$ cat src/rtl/keyload_pkg.sv
package keyload_pkg;

  typedef enum logic [2:0] {
    KL_IDLE,
    KL_REQ,
    KL_RESP,
    KL_POLL,
    KL_PUBLISH,
    KL_WIPE,
    KL_W1C,
    KL_REPORT
  } kl_state_e;

  localparam int         KCFG_PUBLISH_BIT = 31;
  localparam int         KCFG_WIPE_BIT    = 30;
  localparam int         KSTAT_DONE_BIT   = 0;
  localparam int         KSTAT_PASS_BIT   = 1;
  localparam logic [7:0] KSTAT_W1C_MASK   = 8'hE3;
  localparam logic [7:0] LOAD_OPCODE      = 8'h05;

endpackage

$ cat src/rtl/keyload_poll_timer.sv
module keyload_poll_timer #(
  parameter int TIMEOUT_CYC = 50000,
  parameter int POLL_GAP    = 5000
) (
  input  logic clk,
  input  logic rst_n,
  input  logic run_i,
  output logic tick_o,
  output logic expire_o
);
  localparam int TW = $clog2(TIMEOUT_CYC + 1);
  localparam int GW = $clog2(POLL_GAP + 1);

  logic [TW-1:0] elapsed_q;
  logic [GW-1:0] gap_q;

  assign tick_o   = run_i && (gap_q == GW'(POLL_GAP - 1));
  assign expire_o = run_i && (elapsed_q == TW'(TIMEOUT_CYC - 1));

  always_ff @(posedge clk) begin
    if (!rst_n || !run_i) begin
      elapsed_q <= '0;
      gap_q     <= '0;
    end else begin
      if (elapsed_q != TW'(TIMEOUT_CYC - 1)) elapsed_q <= elapsed_q + 1'b1;
      gap_q <= (gap_q == GW'(POLL_GAP - 1)) ? '0 : gap_q + 1'b1;
    end
  end

  generate
    if (POLL_GAP > 1) begin : g_spaced
      AST_TICK_SPACED: assert property (@(posedge clk) disable iff (!rst_n)
        tick_o |=> !tick_o);
    end
  endgenerate

endmodule

$ cat src/rtl/keyload_try_ctr.sv
module keyload_try_ctr #(
  parameter int MAX_TRIES = 5,
  localparam int CNT_W = $clog2(MAX_TRIES + 1)
) (
  input  logic             clk,
  input  logic             rst_n,
  input  logic             clear_i,
  input  logic             inc_i,
  output logic [CNT_W-1:0] count_o,
  output logic             last_o
);
  logic [CNT_W-1:0] count_q;

  always_ff @(posedge clk) begin
    if (!rst_n || clear_i) count_q <= '0;
    else if (inc_i)        count_q <= count_q + 1'b1;
  end

  assign count_o = count_q;
  assign last_o  = (count_q == CNT_W'(MAX_TRIES - 1));

  AST_RETRY_BOUND: assert property (@(posedge clk) disable iff (!rst_n)
    count_q <= CNT_W'(MAX_TRIES));

endmodule

$ cat src/rtl/keyload_seq.sv
module keyload_seq
  import keyload_pkg::*;
#(
  parameter int MAX_TRIES   = 5,
  parameter int TIMEOUT_CYC = 50000,
  parameter int POLL_GAP    = 5000,
  parameter int CFG_W       = 32,
  parameter int STAT_W      = 8,
  parameter int OP_W        = 8,
  parameter int ARG_W       = 32,
  localparam int CNT_W = $clog2(MAX_TRIES + 1)
) (
  input  logic              clk,
  input  logic              rst_n,
  input  logic              start_i,
  input  logic              pg_ready_i,
  output logic              mbox_valid_o,
  input  logic              mbox_ready_i,
  output logic [OP_W-1:0]   mbox_op_o,
  output logic [ARG_W-1:0]  mbox_arg_o,
  input  logic              mbox_rsp_valid_i,
  input  logic              mbox_rsp_err_i,
  input  logic [STAT_W-1:0] key_stat_i,
  output logic              keycfg_we_o,
  output logic [CFG_W-1:0]  keycfg_wdata_o,
  output logic              keystat_we_o,
  output logic [STAT_W-1:0] keystat_wdata_o,
  output logic              busy_o,
  output logic              done_o,
  output logic              ok_o,
  output logic              err_o,
  output logic [CNT_W-1:0]  retries_o
);

  kl_state_e st_q, st_d;
  logic      pass_q;
  logic      tick, expire, last_try;
  logic      run_start;

  assign run_start = (st_q == KL_IDLE) && start_i;

  keyload_poll_timer #(
    .TIMEOUT_CYC(TIMEOUT_CYC),
    .POLL_GAP   (POLL_GAP)
  ) u_timer (
    .clk     (clk),
    .rst_n   (rst_n),
    .run_i   (st_q == KL_POLL),
    .tick_o  (tick),
    .expire_o(expire)
  );

  keyload_try_ctr #(
    .MAX_TRIES(MAX_TRIES)
  ) u_tries (
    .clk    (clk),
    .rst_n  (rst_n),
    .clear_i(run_start),
    .inc_i  (st_q == KL_W1C),
    .count_o(retries_o),
    .last_o (last_try)
  );

  always_comb begin
    st_d = st_q;
    unique case (st_q)
      KL_IDLE:    if (start_i) st_d = pg_ready_i ? KL_REQ : KL_REPORT;
      KL_REQ:     if (mbox_ready_i) st_d = KL_RESP;
      KL_RESP:    if (mbox_rsp_valid_i) st_d = mbox_rsp_err_i ? KL_WIPE : KL_POLL;
      KL_POLL: begin
        if (tick && key_stat_i[KSTAT_DONE_BIT])
          st_d = key_stat_i[KSTAT_PASS_BIT] ? KL_PUBLISH : KL_WIPE;
        else if (expire)
          st_d = KL_WIPE;
      end
      KL_PUBLISH: st_d = KL_REPORT;
      KL_WIPE:    st_d = KL_W1C;
      KL_W1C:     st_d = last_try ? KL_REPORT : KL_REQ;
      KL_REPORT:  st_d = KL_IDLE;
      default:    st_d = KL_IDLE;
    endcase
  end

  always_ff @(posedge clk) begin
    if (!rst_n) begin
      st_q   <= KL_IDLE;
      pass_q <= 1'b0;
    end else begin
      st_q <= st_d;
      if (run_start)               pass_q <= 1'b0;
      else if (st_q == KL_PUBLISH) pass_q <= 1'b1;
    end
  end

  assign mbox_valid_o = (st_q == KL_REQ);
  assign mbox_op_o    = OP_W'(LOAD_OPCODE);
  assign mbox_arg_o   = ARG_W'(1);

  always_comb begin
    keycfg_wdata_o = '0;
    if (st_q == KL_PUBLISH) keycfg_wdata_o[KCFG_PUBLISH_BIT] = 1'b1;
    if (st_q == KL_WIPE)    keycfg_wdata_o[KCFG_WIPE_BIT]    = 1'b1;
  end
  assign keycfg_we_o     = (st_q == KL_PUBLISH) || (st_q == KL_WIPE);
  assign keystat_we_o    = (st_q == KL_W1C);
  assign keystat_wdata_o = (st_q == KL_W1C) ? STAT_W'(KSTAT_W1C_MASK) : '0;

  assign busy_o = (st_q != KL_IDLE);
  assign done_o = (st_q == KL_REPORT);
  assign ok_o   = done_o && pass_q;
  assign err_o  = done_o && !pass_q;

  AST_PG_ABORT: assert property (@(posedge clk) disable iff (!rst_n)
    (run_start && !pg_ready_i) |=> (done_o && err_o));
  AST_REQ_HOLD: assert property (@(posedge clk) disable iff (!rst_n)
    (mbox_valid_o && !mbox_ready_i) |=> (mbox_valid_o && $stable(mbox_op_o) && $stable(mbox_arg_o)));
  AST_PUBLISH_OK: assert property (@(posedge clk) disable iff (!rst_n)
    (keycfg_we_o && keycfg_wdata_o[KCFG_PUBLISH_BIT]) |=> (done_o && ok_o));
  AST_WIPE_THEN_CLEAR: assert property (@(posedge clk) disable iff (!rst_n)
    (keycfg_we_o && keycfg_wdata_o[KCFG_WIPE_BIT]) |=> keystat_we_o);
  AST_DONE_PULSE: assert property (@(posedge clk) disable iff (!rst_n)
    done_o |=> (!done_o && !busy_o));
  AST_WRITE_EXCL: assert property (@(posedge clk) disable iff (!rst_n)
    !(keycfg_we_o && keystat_we_o));

endmodule

$ cat config.mk
export PLATFORM = sky130hd
export DESIGN_NAME = keyload_seq
export DESIGN_NICKNAME = d
export VERILOG_FILES = /design/src/rtl/keyload_pkg.sv /design/src/rtl/keyload_poll_timer.sv /design/src/rtl/keyload_try_ctr.sv /design/src/rtl/keyload_seq.sv
export SDC_FILE = /design/constraint.sdc
export NUM_CORES = 1
export LEC_CHECK = 0
export ABC_AREA = 1
export BUFFER_PORTS_ARGS = -buffer_cell sky130_fd_sc_hd__buf_2
export CAP_MARGIN = 0
export CELL_PAD_IN_SITES_DETAIL_PLACEMENT = 2
export CELL_PAD_IN_SITES_GLOBAL_PLACEMENT = 2
export CORE_UTILIZATION = 25
export CTS_CLUSTER_SIZE = 30
export DETAILED_ROUTE_END_ITERATION = 8
export GPL_ROUTABILITY_DRIVEN = 0
export PLACE_DENSITY = 0.88
export SETUP_SLACK_MARGIN = 0.15
export SYNTH_ARGS = -nofsm -noshare
export SYNTH_HDL_FRONTEND = slang
export SYNTH_SLANG_ARGS = --single-unit
$ cat constraint.sdc
create_clock -name clk -period 1.8 [get_ports clk]
set_input_delay 0.36 -clock clk [delete_from_list [all_inputs] [get_ports clk]]
set_output_delay 0.36 -clock clk [all_outputs]
set_load 0.05 [all_outputs]
==> flow_summary.toml, run 1 <==
[route]
drt_wl_total_um = 5810
drt-initial-drc-count = 29
vias = 2055
via_per_inst = 4.02
ant_nets = 0
drtPass1Iterations = 3
drc = 0
wl_per_cell_um = 11.4

[clocking]
cts_buffers = 5
clk_latency_ns = 0.29
hold_buffers = 0
cts_tree = "yes"
clock_path_buffers = 2
cts_htree_levels = 2
root_buffer = "clkbuf_8"
clkTransAtPathRegs_ns = 0.08
cts.sinks = 36

[worst_setup_path]
worst_path_most_repeated_cell = "buf_4"
path_delay_family = "buffers and inverters"
cp.arrival_ns = 1.25
critPathBufInv = 2
cp_slowest_cell = "dfxtp_4"
crit_chain = "buf_4 -> nor2_4 -> buf_4"
critical_path.max_stage_delay_ns = 0.37
critPathLaunchType = "flip-flop"
crit_fanout = 8
crit_required_ns = 1.44
path_class = "reg2out"
cp-end-kind = "primary output"

[yosys]
synth_cell_types = 29
synth_top_cell_area_share_pct = 29.4
synth.most_common_cell = "buf_4"
syn-instance-count = 351
yosys.area.top_type = "dfxtp_1"
yosysSeqAreaShare_pct = 29.4
synthTopCellsByArea = "dfxtp_1 (29%), buf_4 (24%), nand2_1 (8.0%), nor2_1 (7.0%), inv_1 (5.8%)"
ys_warn_count = 0
dominantRegCellSynth = "dfxtp_1"
synth_edf_count = 0
synth_seq_cells = 36
syn_area_per_cell_um2 = 6.99
syn_area_um2 = 2450
async_reset_ff_share_pct = 0
yosys-top-cells-count = "buf_4 (80), nand2_1 (52), nor2_1 (46), inv_1 (38), dfxtp_1 (36)"

[timing]
drv_slew = 0
grt_setup_unrepaired = "yes"
finalSetupViolCount = 0
whs_ns = 0.346
skew_ns = 0.00777
setup_tns_ns = 0
hold_viol_final = 0
layout_min_cycle_time_ns = 1.61
min_period_over_period_pct = 89.6
fmax_ghz = 0.620

[pwr]
clock_power_share_pct = 32.2
peakVddDrop_mv = 0.460
switching_share_pct = 42.1
power_density_nw_per_um2 = 1130
p_int_mw = 1.82
leakagePower_nw = 1.16
pwr-share-seq_pct = 29.1
switchingPower_mw = 1.32
combPwrFrac_pct = 38.7

[layout]
diodes = 0
areaGrowthSynthToFinish_pct = 13.0
fin_nets = 400
drive_gt1_share_pct = 22.0
filler_cell_count = 1148

[global_route]
grt_pass1_vias = 2070
gr-total-overflow = 0
grt_usage_pct = 11.6
grt_max_degree = 15
antenna_found_initial = 0
grt_pass1_wl_um = 9370

[die]
die_w_um = 101
die_h_um = 101
start_util_pct = 26.2
core_um2 = 9370
io_pins = 105
die_area_um2 = 10200
num_rows = 35

[placement]
io_buffer_count = 25
dpl.hpwl_um = 4400

[job]
max_cap_violations = 0

[outcome]
status = "completed"

[min_path]
hp-class = "in2reg"
==> worst min-delay path, delay by kind of cell <==
family / cells / cell delay [ns]
and+or+nand+nor: 2 / 0.12
buffers and inverters: 1 / 0.12
==> area by class of cell <==
| class | instances | area, um2 | share of cell area (%) |
|---|---|---|---|
| Multi-Input combinational cell | 266 | 1340 | 48.3 |
| Sequential cell | 36 | 732 | 26.4 |
| Timing Repair Buffer | 33 | 235 | 8.48 |
| Tap cell | 129 | 161 | 5.82 |
| Inverter | 39 | 146 | 5.28 |
| Clock inverter | 3 | 90.1 | 3.25 |
| Clock buffer | 5 | 68.8 | 2.48 |
==> layout by cell type, fill, tap and decap left out, drive strengths merged, types with 4 or more instances in the layout <==
master	netlist	final
conb	2	73
nand2	55	55
nor2	54	54
inv	39	39
dfxtp	36	36
buf	81	33
a21oi	22	22
nand3	21	21
o21ai	9	9
nor3	8	8
nand4	7	7
clkbuf	0	5
ha	4	4
==> state kept, by name, summed over array words and instances (netlist names) <==
signal and cells:
u_timer.gap_q 13, u_tries.count_o 3, pass_q 1, u_timer.elapsed_q 16
st_q 3
==> repair_timing <==
item	4_1_cts	5_1_grt
buffers inserted	2	2
setup endpoints to repair	21	28
gates resized for setup	23	16
pin swaps	1	2
==> per-stage QoR <==
| stage | total power, mW | instance area [um2] | instances | worst slack [ns] | utilization [%] |
|---|---|---|---|---|---|
| CTS | 3.16 | 2710 | 509 | 0.152 | 28.9 |
| detailed placement | 2.07 | 2480 | 499 | 0.0805 | 26.4 |
| finish | 3.14 | 2780 | 511 | 0.187 | 29.6 |
| floorplan | 2.03 | 2770 | 422 | 0.0459 | - |
| global route | 3.30 | 2780 | 511 | 0.120 | 29.6 |
| global placement | 2.03 | 2480 | 499 | 0.201 | 26.4 |
==> worst paths after layout <==
path | from | end | slack, ns | cells past startpoint
setup / recovery | st_q[0] | keystat_wdata_o[1] | 0.19 | 3
hold / removal | rst_n | st_q[0] | 0.35 | 3
setup reg to reg | u_timer.gap_q[1] | st_q[0] | 0.29 | 10
hold reg to reg | u_timer.gap_q[0] | u_timer.gap_q[0] | 0.44 | 1
==> power by group through the flow <==
stage	Clock, mW	Combinational (mW)	Sequential, mW
3_5_place_dp	0	1.15	0.912
3_3_place_gp	0	1.13	0.907
6_report	1.01	1.21	0.914
2_1_floorplan	0	1.13	0.895
5_1_grt	1.06	1.31	0.924
4_1_cts	1.04	1.20	0.909
==> cell families (layout without fill, tap and decap cells) <==
| logic type | Yosys count | after routing | synth area share (%) |
|---|---|---|---|
| buffers and inverters | 120 | 80 | 30.9 |
| other | 2 | 73 | 0.306 |
| DFF | 36 | 36 | 29.4 |
| AOI/OAI and AO/OA | 37 | 37 | 8.10 |
| adders and majority gates | 4 | 4 | 2.04 |
| and+or+nand+nor | 150 | 150 | 28.6 |
| xor gates and xnor gates | 2 | 2 | 0.714 |
==> routing by layer <==
| layer | vias up | track usage, % | share of wire (%) |
|---|---|---|---|
| li1 | 1005 | - | - |
| met1 | 984 | 11.9 | 39 |
| met3 | 7 | 2.29 | 4.8 |
| met5 | - | 0 | 0 |
| met4 | 0 | 3.12 | 1.0 |
| met2 | 59 | 23.5 | 55 |
Power figures use the tool's default switching activity.
==> inputs of run 2 (changes only) <==
Settings changed: CORE_MARGIN set to 4.
==> flow_summary.toml, run 2 (synthesized netlist as in run 1, its figures left out) <==
[die]
num_rows = 35
die_h_um = 107
core_um2 = 9420
start_util_pct = 26.1
io_pins = 105
die_area_um2 = 11500
die_w_um = 107

[layout]
areaGrowthSynthToFinish_pct = 15.4
stdcell_count = 518
fin_nets = 407
diodes = 0
top_regs = "u_timer.elapsed_q: 16 flops, u_timer.gap_q: 13 flops"
post-route-util_pct = 30.1
drive_gt1_share_pct = 24.7
largest_register_ffs = 16
regMostFlops = "u_timer.elapsed_q"
final_cell_mix = "conb_1 (73), nand2_1 (48), nor2_1 (36), inv_1 (34), dfxtp_1 (29)"
mostFrequentLayoutCell = "conb_1"

[pwr]
peakVddDrop_mv = 0.309
p_total_mw = 2.98
leakagePower_nw = 1.18
power_density_nw_per_um2 = 1050

[worst_setup_path]
crit_fanout = 3
path_class = "reg2out"
crit_required_ns = 1.44
cp.arrival_ns = 1.34
critPathLaunchType = "flip-flop"
cp-end-kind = "primary output"

[route]
via_per_inst = 4.05
vias = 2096
drt_wl_total_um = 6960
drc = 0
wl_per_cell_um = 13.4
ant_nets = 0
drt-initial-drc-count = 37
drtPass1Iterations = 4

[placement]
pre_cts_ws_ns = 0.0263
placed_cells = 499
io_buffer_count = 25
dpl.hpwl_um = 4900

[clocking]
clk_latency_ns = 0.29
cts_buffers = 5
clkTransAtPathRegs_ns = 0.07
clock_path_buffers = 2
cts.sinks = 36
cts_htree_levels = 2
cts_tree = "yes"
root_buffer = "clkbuf_8"

[timing]
layout_min_cycle_time_ns = 1.70
min_period_over_period_pct = 94.3
skew_ns = 0.00770
drv_slew = 0
grt_setup_unrepaired = "yes"
hold_viol_final = 0
fmax_ghz = 0.589
setup_tns_ns = 0
worst_slack_ns = 0.102
finalSetupViolCount = 0

[global_route]
gr-total-overflow = 0
grt_max_degree = 15
antenna_found_initial = 0
grt_pass1_vias = 2234
grt_pass1_wl_um = 10500
grt_usage_pct = 11.4

[outcome]
status = "completed"

[min_path]
hp-class = "in2reg"

[job]
max_cap_violations = 0
run 2: per-layer routing:
metal,vias up,wire length [um],GRT usage [%]
met4,0,61,3.29
met1,1006,2510,11.2
met3,6,352,2.77
met5,-,0,0
met2,63,4040,23.0
li1,1021,-,-
run 2: path summary, 6_finish.rpt:
check	start	to	depth (start not counted)	slack [ns]
worst max register to register	st_q[0]	st_q[1]	11	0.18
worst min register to register	u_timer.gap_q[0]	u_timer.gap_q[0]	1	0.45
worst max-delay path	st_q[0]	err_o	5	0.10
worst min-delay path	rst_n	st_q[0]	3	0.35
run 2: power by group:
part / internal, mW / switching, mW / total [mW]
Combinational: 0.376 / 1.07 / 1.45
Clock: 0.306 / 0.302 / 0.608
Sequential: 0.856 / 0.0675 / 0.924
run 2: what timing repair did:
item / 4_1_cts / 5_1_grt
pin swaps: 1 / 3
endpoints found under the setup margin: 21 / 29
hold buffers: 0 / 0
gates resized for setup: 27 / 28
setup buffers: 5 / 6
run 2: final cells by class:
type	instances	area (um2)
timing repair buffer	40	333
clock buffer	6	82.6
fill	1155	6580
multi-input combinational	266	1360
inverter	39	150
clock inverter	2	10.0
sequential	36	734
tap	129	161
run 2: metrics by stage:
stage	cell area (um2)	hold WS [ns]
detailed placement	2480	0.467
floorplan	2770	0.429
finish	2830	0.351
CTS	2680	0.330
global route	2830	0.337
global placement	2480	0.443
run 2: critical path, cell delays in order (launching register included):
cell and delay (ns):
dfxtp_4 0.39, clkinvlp_4 0.13, nor2_4 0.16, inv_2 0.08
nor2_4 0.11, buf_6 0.17
==> inputs of run 3 (changes only) <==
Settings changed: SETUP_SLACK_MARGIN 0.15 to 0.2.
==> flow_summary.toml, run 3 (synthesized netlist as in run 1, its figures left out) <==
[route]
drtPass1Iterations = 4
via_per_inst = 4.09
drt-initial-drc-count = 49
routed-wl-met3_um = 330
wl_per_cell_um = 13.5
top_layer = "met4"
wl_met1_um = 2550
met2_length_um = 4050
drc = 0
drt_wl_total_um = 6990
ant_nets = 0
vias = 2120

[clocking]
clk_latency_ns = 0.29
root_buffer = "clkbuf_8"
cts.sinks = 36
cts_tree = "yes"
cts_htree_levels = 2
cts_buffers = 5
clock_path_buffers = 2
clkTransAtPathRegs_ns = 0.08
hold_buffers = 0

[timing]
whs_ns = 0.338
drv_slew = 0
layout_min_cycle_time_ns = 1.57
hold_viol_final = 0
fmax_ghz = 0.637
skew_ns = 0.0112
grt_setup_unrepaired = "yes"
min_period_over_period_pct = 87.2
worst_slack_ns = 0.230
setup_tns_ns = 0
finalSetupViolCount = 0

[pwr]
clock_power_share_pct = 21.4
combPwrFrac_pct = 46.6
peakVddDrop_mv = 0.452
leakagePower_nw = 1.21
switchingPower_mw = 1.38
pwr-share-seq_pct = 32.0
p_total_mw = 2.90
switching_share_pct = 47.7
p_int_mw = 1.51
power_density_nw_per_um2 = 1000

[worst_setup_path]
r2r_end = "u_timer.elapsed_q[3]"
path_class = "reg2out"
cp-end-kind = "primary output"
endpoint = "keycfg_wdata_o[31]"
cp.arrival_ns = 1.21
reg2reg_depth = 8
reg2reg_slack_ns = 0.30
crit_start = "st_q[2]"
reg2reg_from = "u_timer.elapsed_q[8]"
crit_fanout = 6
crit_required_ns = 1.44
critPathLaunchType = "flip-flop"

[global_route]
antenna_found_initial = 0
gr-total-overflow = 0
grt_pass1_vias = 2210
grt_max_degree = 15
grt_pass1_wl_um = 10200
grt_usage_pct = 10.7

[layout]
regMostFlops = "u_timer.elapsed_q"
fin_nets = 407
areaGrowthSynthToFinish_pct = 17.9
top_regs = "u_timer.elapsed_q: 16 flops, u_timer.gap_q: 13 flops"
filler_cell_count = 1114
diodes = 0
stdcell_count = 518
final_area_um2 = 2890
drive_gt1_share_pct = 26.5
mostFrequentLayoutCell = "conb_1"
regArea_um2 = 739
largest_register_ffs = 16
multiInputGateArea_um2 = 1400
final_cell_mix = "conb_1 (73), nand2_1 (47), nor2_1 (34), inv_1 (32), dfxtp_1 (29)"
post-route-util_pct = 30.7

[job]
max_cap_violations = 0

[die]
die_w_um = 107
die_area_um2 = 11500
num_rows = 35
die_h_um = 107
start_util_pct = 26.1
io_pins = 105
core_um2 = 9420

[placement]
dpl.hpwl_um = 4650
placement.cell_area_um2 = 2490
placed_cells = 498
pre_cts_ws_ns = 0.158
io_buffer_count = 25

[min_path]
hp-class = "in2reg"

[outcome]
status = "completed"
==> run 3: changes by cell type in the layout (fill, tap and decap cells not counted), sizes merged <==
cell,delta
clkinvlp,-1
clkbuf,-1
inv,+1
nand3,+1
==> run 3: cell type report <==
type	count	share of cell area, %
repair buffers	39	12.0
well taps	129	5.58
inverters	39	5.23
multi-input cells	267	48.5
flip-flops and latches	36	25.6
clock inverters	2	0.346
clock buffers	6	2.85
==> run 3: per-layer routing <==
metal	GRT usage (%)	vias up
met5	0	-
met2	21.4	60
li1	-	1032
met4	3.01	0
met1	10.9	1022
met3	2.35	6
==> run 3: repair_timing <==
action                     4_1_cts  5_1_grt
cloned                           1        0
setup buffers                    5        6
resized for setup               31       38
setup endpoints to repair       28       33
hold endpoints to repair         0        0
pin swaps                        2       10
==> run 3: power by group through the flow <==
stage	Clock, mW	Sequential (mW)	Combinational, mW
CTS	0.635	0.910	1.25
global route	0.679	0.938	1.46
detailed placement	0	0.913	1.17
finish	0.621	0.926	1.35
global placement	0	0.911	1.14
floorplan	0	0.899	1.14
==> run 3: worst min-delay path by stage <==
| stage | start | end | slack, ns | cells after the start |
|---|---|---|---|---|
| floorplan | u_timer.gap_q[0] | u_timer.gap_q[0] | 0.43 | 1 |
| global placement | u_timer.gap_q[0] | u_timer.gap_q[0] | 0.44 | 1 |
| detailed placement | u_timer.gap_q[0] | u_timer.gap_q[0] | 0.46 | 1 |
| CTS | rst_n | st_q[0] | 0.33 | 3 |
| global route | rst_n | st_q[0] | 0.34 | 3 |
| finish | rst_n | st_q[0] | 0.34 | 3 |
==> run 3: critical path: stages (launching register included) <==
cell and delay, ns:
dfxtp_2 0.36, inv_2 0.08, nor2_4 0.11, inv_2 0.08, nor2_4 0.11, buf_6 0.17
